`src/rtl/fft16_ls_pkg.sv`:
```
package fft16_ls_pkg;

    localparam int DATA_W   = 16;
    localparam int TW_W     = 16;
    localparam int TW_FRAC  = 14;
    localparam int HALF_LOG = 3;
    localparam int HALF_N   = 1 << HALF_LOG;
    localparam int PROD_W   = DATA_W + 1;
    localparam int OUT_W    = DATA_W + 2;
    localparam int ACC_W    = DATA_W + TW_W + 1;

    typedef struct packed {
        logic signed [DATA_W-1:0] re;
        logic signed [DATA_W-1:0] im;
    } in_cplx_t;

    typedef struct packed {
        logic signed [PROD_W-1:0] re;
        logic signed [PROD_W-1:0] im;
    } prod_cplx_t;

    typedef struct packed {
        logic signed [OUT_W-1:0] re;
        logic signed [OUT_W-1:0] im;
    } out_cplx_t;

    typedef enum logic {
        PH_SUM  = 1'b0,
        PH_DIFF = 1'b1
    } phase_t;

    function automatic logic [HALF_LOG-1:0] idx_flip(input logic [HALF_LOG-1:0] v);
        logic [HALF_LOG-1:0] r;
        for (int i = 0; i < HALF_LOG; i++) r[i] = v[HALF_LOG-1-i];
        return r;
    endfunction

    // Real part of exp(-j*2*pi*k/16) in Q1.14
    function automatic logic signed [TW_W-1:0] rot_cos(input logic [HALF_LOG-1:0] k);
        case (k)
            3'd0:    return TW_W'(16384);
            3'd1:    return TW_W'(15137);
            3'd2:    return TW_W'(11585);
            3'd3:    return TW_W'(6270);
            3'd4:    return TW_W'(0);
            3'd5:    return TW_W'(-6270);
            3'd6:    return TW_W'(-11585);
            default: return TW_W'(-15137);
        endcase
    endfunction

    // Imaginary part of exp(-j*2*pi*k/16) in Q1.14
    function automatic logic signed [TW_W-1:0] rot_sin(input logic [HALF_LOG-1:0] k);
        case (k)
            3'd0:    return TW_W'(0);
            3'd1:    return TW_W'(-6270);
            3'd2:    return TW_W'(-11585);
            3'd3:    return TW_W'(-15137);
            3'd4:    return TW_W'(-16384);
            3'd5:    return TW_W'(-15137);
            3'd6:    return TW_W'(-11585);
            default: return TW_W'(-6270);
        endcase
    endfunction

endpackage

```
`src/rtl/fft16_reorder_bank.sv`:
```
module fft16_reorder_bank
    import fft16_ls_pkg::*;
(
    input  logic                clk,
    input  logic                rst,
    input  logic                wr_en,
    input  in_cplx_t            wr_data,
    input  logic                rel_en,
    input  logic [HALF_LOG-1:0] rd_idx,
    output logic                wr_ok,
    output logic                rd_ok,
    output in_cplx_t            rd_data
);

    localparam int BANKS = 2;
    localparam logic [HALF_LOG-1:0] FILL_END = HALF_LOG'(HALF_N - 1);

    logic [BANKS-1:0]    full;
    logic                wr_bank;
    logic                rd_bank;
    logic [HALF_LOG-1:0] fill;
    in_cplx_t            bank_rd [BANKS];

    // Each bank is a shift register: after eight beats, arrival j sits in slot j.
    for (genvar b = 0; b < BANKS; b++) begin : g_bank
        in_cplx_t sreg [HALF_N];

        always_ff @(posedge clk) begin
            if (rst) begin
                for (int i = 0; i < HALF_N; i++) sreg[i] <= '0;
            end else if (wr_en && (wr_bank == 1'(b))) begin
                for (int i = 0; i < HALF_N - 1; i++) sreg[i] <= sreg[i+1];
                sreg[HALF_N-1] <= wr_data;
            end
        end

        assign bank_rd[b] = sreg[idx_flip(rd_idx)];
    end

    always_ff @(posedge clk) begin
        if (rst) begin
            full    <= '0;
            wr_bank <= 1'b0;
            rd_bank <= 1'b0;
            fill    <= '0;
        end else begin
            if (wr_en) begin
                fill <= fill + 1'b1;
                if (fill == FILL_END) begin
                    full[wr_bank] <= 1'b1;
                    wr_bank       <= ~wr_bank;
                end
            end
            if (rel_en) begin
                full[rd_bank] <= 1'b0;
                rd_bank       <= ~rd_bank;
            end
        end
    end

    assign wr_ok   = ~full[wr_bank];
    assign rd_ok   = full[rd_bank];
    assign rd_data = bank_rd[rd_bank];

    // a beat is never written into a bank that still holds a frame
    assert_wr_room_R7: assert property (@(posedge clk) disable iff (rst)
        wr_en |-> !full[wr_bank])
        else $error("write into occupied bank");

    // only a filled bank is ever released
    assert_rel_full_R7: assert property (@(posedge clk) disable iff (rst)
        rel_en |-> full[rd_bank])
        else $error("release of empty bank");

endmodule

```
`src/rtl/fft16_twiddle_mul.sv`:
```
module fft16_twiddle_mul
    import fft16_ls_pkg::*;
(
    input  logic [HALF_LOG-1:0] k,
    input  in_cplx_t            o,
    output prod_cplx_t          p
);

    localparam logic signed [ACC_W-1:0] HALF_LSB = ACC_W'(1) <<< (TW_FRAC - 1);

    logic signed [TW_W-1:0]  wr;
    logic signed [TW_W-1:0]  wi;
    logic signed [ACC_W-1:0] acc_re;
    logic signed [ACC_W-1:0] acc_im;
    logic signed [ACC_W-1:0] sh_re;
    logic signed [ACC_W-1:0] sh_im;

    assign wr = rot_cos(k);
    assign wi = rot_sin(k);

    always_comb begin
        acc_re = ACC_W'($signed(o.re)) * ACC_W'(wr) - ACC_W'($signed(o.im)) * ACC_W'(wi);
        acc_im = ACC_W'($signed(o.re)) * ACC_W'(wi) + ACC_W'($signed(o.im)) * ACC_W'(wr);
        sh_re  = (acc_re + HALF_LSB) >>> TW_FRAC;
        sh_im  = (acc_im + HALF_LSB) >>> TW_FRAC;
        p.re   = sh_re[PROD_W-1:0];
        p.im   = sh_im[PROD_W-1:0];
    end

endmodule

```
`src/rtl/fft16_butterfly.sv`:
```
module fft16_butterfly
    import fft16_ls_pkg::*;
(
    input  in_cplx_t   e,
    input  prod_cplx_t p,
    output out_cplx_t  sum,
    output out_cplx_t  dif
);

    always_comb begin
        sum.re = OUT_W'($signed(e.re)) + OUT_W'($signed(p.re));
        sum.im = OUT_W'($signed(e.im)) + OUT_W'($signed(p.im));
        dif.re = OUT_W'($signed(e.re)) - OUT_W'($signed(p.re));
        dif.im = OUT_W'($signed(e.im)) - OUT_W'($signed(p.im));
    end

endmodule

```
`src/rtl/fft16_last_stage.sv`:
```
module fft16_last_stage
    import fft16_ls_pkg::*;
(
    input  logic                     clk,
    input  logic                     rst,
    input  logic                     even_valid,
    output logic                     even_ready,
    input  logic signed [DATA_W-1:0] even_re,
    input  logic signed [DATA_W-1:0] even_im,
    input  logic                     odd_valid,
    output logic                     odd_ready,
    input  logic signed [DATA_W-1:0] odd_re,
    input  logic signed [DATA_W-1:0] odd_im,
    output logic                     out_valid,
    output logic                     out_last,
    output logic signed [OUT_W-1:0]  out_re,
    output logic signed [OUT_W-1:0]  out_im
);

    localparam logic [HALF_LOG-1:0] LAST_IDX = HALF_LOG'(HALF_N - 1);
    // |W^k * O| <= 2^15 * sqrt(2) for unit-magnitude twiddles
    localparam int PROD_BOUND = 46342;

    phase_t              phase;
    logic [HALF_LOG-1:0] rcnt;
    in_cplx_t            even_in;
    in_cplx_t            odd_in;
    in_cplx_t            e_sel;
    prod_cplx_t          prod;
    out_cplx_t           bf_sum;
    out_cplx_t           bf_dif;
    out_cplx_t           out_q;
    out_cplx_t           hold [HALF_N];
    logic                wr_ok;
    logic                rd_ok;
    logic                ev_acc;
    logic                odd_acc;
    logic                rel_en;

    assign even_in.re = even_re;
    assign even_in.im = even_im;
    assign odd_in.re  = odd_re;
    assign odd_in.im  = odd_im;

    assign even_ready = wr_ok;
    assign ev_acc     = even_valid & wr_ok;
    assign odd_ready  = (phase == PH_SUM) & rd_ok;
    assign odd_acc    = odd_valid & odd_ready;
    assign rel_en     = (phase == PH_DIFF) & (rcnt == LAST_IDX);

    fft16_reorder_bank u_reorder (
        .clk     (clk),
        .rst     (rst),
        .wr_en   (ev_acc),
        .wr_data (even_in),
        .rel_en  (rel_en),
        .rd_idx  (rcnt),
        .wr_ok   (wr_ok),
        .rd_ok   (rd_ok),
        .rd_data (e_sel)
    );

    fft16_twiddle_mul u_twiddle (
        .k (rcnt),
        .o (odd_in),
        .p (prod)
    );

    fft16_butterfly u_bfly (
        .e   (e_sel),
        .p   (prod),
        .sum (bf_sum),
        .dif (bf_dif)
    );

    always_ff @(posedge clk) begin
        if (rst) begin
            phase     <= PH_SUM;
            rcnt      <= '0;
            out_valid <= 1'b0;
            out_last  <= 1'b0;
            out_q     <= '0;
            for (int i = 0; i < HALF_N; i++) hold[i] <= '0;
        end else begin
            out_valid <= 1'b0;
            out_last  <= 1'b0;
            case (phase)
                PH_SUM: begin
                    if (odd_acc) begin
                        out_valid  <= 1'b1;
                        out_q      <= bf_sum;
                        hold[rcnt] <= bf_dif;
                        rcnt       <= rcnt + 1'b1;
                        if (rcnt == LAST_IDX) phase <= PH_DIFF;
                    end
                end
                default: begin
                    out_valid <= 1'b1;
                    out_q     <= hold[rcnt];
                    rcnt      <= rcnt + 1'b1;
                    if (rcnt == LAST_IDX) begin
                        out_last <= 1'b1;
                        phase    <= PH_SUM;
                    end
                end
            endcase
        end
    end

    assign out_re = out_q.re;
    assign out_im = out_q.im;

    // Output position counter, used only by the properties below
    logic [HALF_LOG:0] ocnt;
    always_ff @(posedge clk) begin
        if (rst) ocnt <= '0;
        else if (out_valid) ocnt <= ocnt + 1'b1;
    end

    assert_last_valid_R5: assert property (@(posedge clk) disable iff (rst)
        out_last |-> out_valid)
        else $error("last without valid");

    assert_last_pos_R5: assert property (@(posedge clk) disable iff (rst)
        out_valid |-> (out_last == (ocnt == {(HALF_LOG+1){1'b1}})))
        else $error("last flag misplaced");

    assert_diff_run_R4: assert property (@(posedge clk) disable iff (rst)
        (phase == PH_DIFF) |=> out_valid)
        else $error("gap in difference run");

    assert_prod_range_R8: assert property (@(posedge clk) disable iff (rst)
        odd_acc |-> (($signed(prod.re) <= PROD_BOUND) && ($signed(prod.re) >= -PROD_BOUND) &&
                     ($signed(prod.im) <= PROD_BOUND) && ($signed(prod.im) >= -PROD_BOUND)))
        else $error("twiddle product out of range");

endmodule

```
`config.mk`:
```
export PLATFORM = sky130hd
export DESIGN_NAME = fft16_last_stage
export DESIGN_NICKNAME = d
export VERILOG_FILES = /design/src/rtl/fft16_ls_pkg.sv /design/src/rtl/fft16_reorder_bank.sv /design/src/rtl/fft16_twiddle_mul.sv /design/src/rtl/fft16_butterfly.sv /design/src/rtl/fft16_last_stage.sv
export SDC_FILE = /design/constraint.sdc
export NUM_CORES = 2
export LEC_CHECK = 0
export BUFFER_PORTS_ARGS = -buffer_cell sky130_fd_sc_hd__buf_2
export CAP_MARGIN = 20
export CORE_MARGIN = 1
export CORE_UTILIZATION = 66
export DETAILED_ROUTE_END_ITERATION = 10
export PLACE_DENSITY = 0.85
export SLEW_MARGIN = 20
export SYNTH_ARGS = -nofsm -noshare
export SYNTH_HDL_FRONTEND = slang
export SYNTH_HIERARCHICAL = 1
export SYNTH_SLANG_ARGS = --single-unit
```
`constraint.sdc`:
```
create_clock -name clk -period 15.7 [get_ports clk]
set_input_delay 3.14 -clock clk [delete_from_list [all_inputs] [get_ports clk]]
set_output_delay 3.14 -clock clk [all_outputs]
set_load 0.02 [all_outputs]
```
==> run_summary.xml <==
<?xml version="1.0" encoding="UTF-8"?>
<metrics>
  <group name="drt">
    <metric name="route.top_layer_used" unit="">met5</metric>
    <metric name="wl_met3" unit="mm">18.83</metric>
    <metric name="detail_route.first_pass.iterations" unit="">6</metric>
    <metric name="dr_wl_met2" unit="mm">93.81</metric>
    <metric name="route.detailed.drc" unit="">0</metric>
    <metric name="dr.first_iter.drc_count" unit="">4778</metric>
    <metric name="route.vias.total" unit="">49331</metric>
    <metric name="wl" unit="mm">200.2</metric>
    <metric name="via_per_inst" unit="">6.000</metric>
    <metric name="number_of_routed_nets_with_antenna_violations" unit="">0</metric>
    <metric name="wl_per_cell" unit="um">24.35</metric>
    <metric name="detail_route.wirelength.met1" unit="mm">75.03</metric>
  </group>
  <group name="power_and_ir_drop">
    <metric name="power_density" unit="nW/um^2">74.28</metric>
    <metric name="cellLeakagePower" unit="nW">37.73</metric>
    <metric name="peak_vdd_ir" unit="uV">136.5</metric>
  </group>
  <group name="cts">
    <metric name="post_cts.resized_instances" unit="">0</metric>
    <metric name="cts.path.max_buffers" unit="">3</metric>
    <metric name="insertion_delay" unit="ns">0.69</metric>
    <metric name="cts.root.buffer_cell" unit="">sky130_fd_sc_hd__clkbuf_16</metric>
    <metric name="clkTransAtPathRegs" unit="ns">0.06</metric>
    <metric name="cts_made_buffers" unit="">85</metric>
    <metric name="cts.sinks" unit="">852</metric>
    <metric name="cts_tree" unit="">yes</metric>
    <metric name="htree_num_levels" unit="">3</metric>
    <metric name="hold_buffers" unit="">0</metric>
    <metric name="postCtsSetupRepairBufs" unit="">0</metric>
  </group>
  <group name="final_layout">
    <metric name="postLayoutCoreUtil" unit="%">70.99</metric>
    <metric name="drive_gt1_share" unit="%">9.766</metric>
    <metric name="finish.net_count" unit="">8174</metric>
    <metric name="area.growth.synth_to_final" unit="%">6.100</metric>
    <metric name="nFillCells" unit="">7755</metric>
    <metric name="number_of_standard_cells_in_the_layout_taps_in_and_fillers_out" unit="">8222</metric>
  </group>
  <group name="logic_synthesis">
    <metric name="synth.area.top_cells" unit="">sky130_fd_sc_hd__edfxtp_1, sky130_fd_sc_hd__fa_1, sky130_fd_sc_hd__inv_1</metric>
    <metric name="yosys_register_bits" unit="">852</metric>
    <metric name="synth-edff-count" unit="">800</metric>
    <metric name="synth_top_cell_area_share" unit="%">31.23</metric>
    <metric name="yosys.area.top_type" unit="">sky130_fd_sc_hd__edfxtp_1</metric>
    <metric name="most_common_flop_cell_mapped_by_yosys" unit="">sky130_fd_sc_hd__edfxtp_1</metric>
    <metric name="synth.avg_cell_area" unit="um^2">11.52</metric>
    <metric name="synth_sequential_area_ratio" unit="%">32.58</metric>
    <metric name="netlist_instances" unit="">6675</metric>
    <metric name="synth.lib_cells_used.distinct" unit="">90</metric>
    <metric name="syn_area" unit="um^2">76920</metric>
    <metric name="yosysWarnings" unit="">6</metric>
    <metric name="async_flop_share" unit="%">0</metric>
    <metric name="postSynthNetCount" unit="">8213</metric>
  </group>
  <group name="timing">
    <metric name="timing.setup.tns" unit="ns">0</metric>
    <metric name="hold_viol_final" unit="">0</metric>
    <metric name="unrepaired_setup_endpoints_after_global_routing" unit="">false</metric>
    <metric name="final_period_minus_worst_setup_slack" unit="ns">12.82</metric>
    <metric name="postLayoutSetupSlackWorst" unit="ns">2.875</metric>
    <metric name="slew_violations" unit="">0</metric>
    <metric name="slew_headroom" unit="%">22.77</metric>
    <metric name="setup_viol" unit="">0</metric>
    <metric name="finalCritPeriodShare" unit="%">81.69</metric>
    <metric name="clock.fmax" unit="MHz">77.97</metric>
    <metric name="fin_skew" unit="ns">0.05507</metric>
    <metric name="tightestPinTransition" unit="ns">1.154</metric>
  </group>
  <group name="worst_setup_path">
    <metric name="crit_fanout" unit="">15</metric>
    <metric name="startpoint" unit="">odd_im[15]</metric>
    <metric name="critical_path.slowest_cell" unit="">sky130_fd_sc_hd__fa_1</metric>
    <metric name="critical_path_class" unit="">in2reg</metric>
    <metric name="crit_top_cell" unit="">sky130_fd_sc_hd__fa_1</metric>
    <metric name="max_stage_delay" unit="ns">0.57</metric>
    <metric name="critPathLaunchType" unit="">input pin</metric>
    <metric name="timing.critical_path.arrival" unit="ns">13.31</metric>
    <metric name="crit-reg2reg-launch" unit="">rcnt[0]</metric>
    <metric name="worst-endpoint-required" unit="ns">16.19</metric>
    <metric name="critical_path.endpoint_type" unit="">register</metric>
  </group>
  <group name="floorplanning">
    <metric name="top_level_ports" unit="">108</metric>
    <metric name="dieHeight" unit="um">343.4</metric>
    <metric name="initial_core_util" unit="%">66.91</metric>
    <metric name="fp-row-count" unit="">124</metric>
    <metric name="coreArea" unit="um^2">115000</metric>
    <metric name="die_width" unit="um">343.4</metric>
    <metric name="die-area" unit="um^2">117900</metric>
  </group>
  <group name="placement">
    <metric name="port_buffers" unit="">107</metric>
    <metric name="gp_congestion" unit="">1.021</metric>
    <metric name="post_dp_hpwl" unit="mm">146.6</metric>
    <metric name="placed_cells_incl_taps" unit="">8060</metric>
    <metric name="place_ws" unit="ns">2.062</metric>
  </group>
  <group name="global_route">
    <metric name="grt_first_pass_wirelength" unit="mm">312.1</metric>
    <metric name="number_of_antenna_violations_at_the_first_check_in_global_routing" unit="">7</metric>
    <metric name="gr-total-overflow" unit="">0</metric>
    <metric name="maximum_number_of_pins_on_one_net_before_global_route_repair" unit="">118</metric>
    <metric name="grt_pass1_vias" unit="">53244</metric>
    <metric name="global_route.usage.total" unit="%">35.41</metric>
  </group>
  <group name="worst_hold_path">
    <metric name="timing.hold.worst.start" unit="">u_reorder/g_bank[1].sreg[3][3]</metric>
    <metric name="worstHoldPathType" unit="">reg2reg</metric>
  </group>
  <group name="outcome">
    <metric name="status" unit="">complete, no violations</metric>
  </group>
  <group name="run">
    <metric name="drv.max_cap_violation_count" unit="">0</metric>
  </group>
</metrics>
## metal layers
layer / vias up / track usage (%)
li1: 21060 / -
met1: 25022 / 46.32
met2: 2643 / 56.22
met3: 596 / 7.643
met4: 10 / 18.21
met5: - / 0.4407
## cell usage in the layout (no fill, tap or decap), drive strengths merged, types with 9 or more instances in the layout
master | Yosys | layout
mux4 | 128 | 128
o21ai | 35 | 35
a21o | 28 | 28
mux2 | 146 | 146
edfxtp | 800 | 800
clkbuf | 224 | 95
o22ai | 75 | 75
nand3 | 21 | 21
xnor2 | 121 | 121
and3 | 58 | 58
o32ai | 37 | 37
a21oi | 79 | 79
or2 | 32 | 32
a211oi | 9 | 9
xor2 | 25 | 25
fa | 1071 | 1071
mux2i | 42 | 42
bufinv | 0 | 11
dfxtp | 52 | 52
nand2 | 362 | 362
clkinv | 1 | 45
nor3 | 25 | 25
or3 | 24 | 24
nand2b | 31 | 31
inv | 1456 | 1460
nor2 | 171 | 171
and2 | 835 | 835
ha | 399 | 399
o31ai | 13 | 13
o21a | 13 | 13
a22oi | 65 | 65
nor2b | 127 | 127
buf | 74 | 172
## state kept, by name, indices dropped and copies added (netlist names), named ones only
| signal | flops |
|---|---|
| out_last | 1 |
| u_reorder/full | 2 |
| u_reorder/rd_bank | 1 |
| u_reorder/g_bank.sreg | 512 |
| u_reorder/fill | 3 |
| out_valid | 1 |
| hold | 288 |
| out_im | 18 |
| out_re | 18 |
| phase | 1 |
| rcnt | 3 |
| u_reorder/wr_bank | 1 |
## critical path, delay by kind of cell
kind	cells	cell delay [ns]
xor gates and xnor gates	2	0.53
adders and majority gates	10	4.70
buffers and inverters	9	1.71
muxes	1	0.14
AOI/OAI and AO/OA	8	1.92
and+or+nand+nor	5	1.14
## power by group
part | total (mW) | switching [mW] | internal [mW]
clock network | 2.10 | 0.895 | 1.20
logic | 1.34 | 0.885 | 0.451
registers | 2.63 | 0.0420 | 2.59
## final timing paths
check                                                 endpoint  slack [ns]  cells past startpoint
worst min-delay path            u_reorder/g_bank[1].sreg[2][3]        0.54                      1
worst max-delay path                                out_re[16]        2.88                     35
worst max register to register                      out_re[16]        3.27                     38
worst min register to register  u_reorder/g_bank[1].sreg[2][3]        0.54                      1
## logic make-up after synthesis
group | count (synthesis) | synth area share, %
AOI/OAI and AO/OA | 424 | 3.905
xor gates and xnor gates | 147 | 1.701
adders and majority gates | 1470 | 34.36
buffers and inverters | 1755 | 8.736
DFF | 852 | 32.58
muxes | 316 | 6.431
and+or+nand+nor | 1711 | 12.28
## cell type report
class	instances	area, um^2	area share, %
Timing Repair Buffer	172	1059	1.297
Sequential cell	852	25080	30.73
Clock buffer	95	2196	2.691
Tap cell	1512	1892	2.318
Clock inverter	63	694.4	0.8508
Inverter	1457	5469	6.701
Multi-Input combinational cell	4068	45220	55.40
Antenna cell	3	7.507	0.009198
## through the flow
stage / total power [mW] / instance area [um^2] / hold slack (ns)
4_1_cts: 6.066 / 81590 / 0.5438
3_5_place_dp: 3.987 / 78700 / 0.5028
6_report: 6.062 / 81610 / 0.5410
5_1_grt: 6.300 / 81610 / 0.5615
3_3_place_gp: 3.948 / 78700 / 0.4781
2_1_floorplan: 3.600 / 76920 / 0.4646
## Yosys cell counts, types with 21 or more instances
master	count
sky130_fd_sc_hd__nor2_1	168
sky130_fd_sc_hd__o32ai_1	37
sky130_fd_sc_hd__xnor2_1	121
sky130_fd_sc_hd__nor2b_1	127
sky130_fd_sc_hd__and3_1	58
sky130_fd_sc_hd__nand2_1	362
sky130_fd_sc_hd__nand2b_1	30
sky130_fd_sc_hd__xor2_1	24
sky130_fd_sc_hd__ha_1	399
sky130_fd_sc_hd__mux2i_1	42
sky130_fd_sc_hd__inv_1	1449
sky130_fd_sc_hd__or3_1	24
sky130_fd_sc_hd__mux4_2	128
sky130_fd_sc_hd__dfxtp_1	52
sky130_fd_sc_hd__o21ai_0	29
sky130_fd_sc_hd__clkbuf_1	223
sky130_fd_sc_hd__or2_2	29
sky130_fd_sc_hd__a21oi_1	77
sky130_fd_sc_hd__a21o_1	28
sky130_fd_sc_hd__a22oi_1	65
sky130_fd_sc_hd__mux2_2	146
sky130_fd_sc_hd__o22ai_1	75
sky130_fd_sc_hd__fa_1	1071
sky130_fd_sc_hd__buf_2	39
sky130_fd_sc_hd__edfxtp_1	800
sky130_fd_sc_hd__nand3_1	21
sky130_fd_sc_hd__and2_1	834
Power figures use the tool's default switching activity.
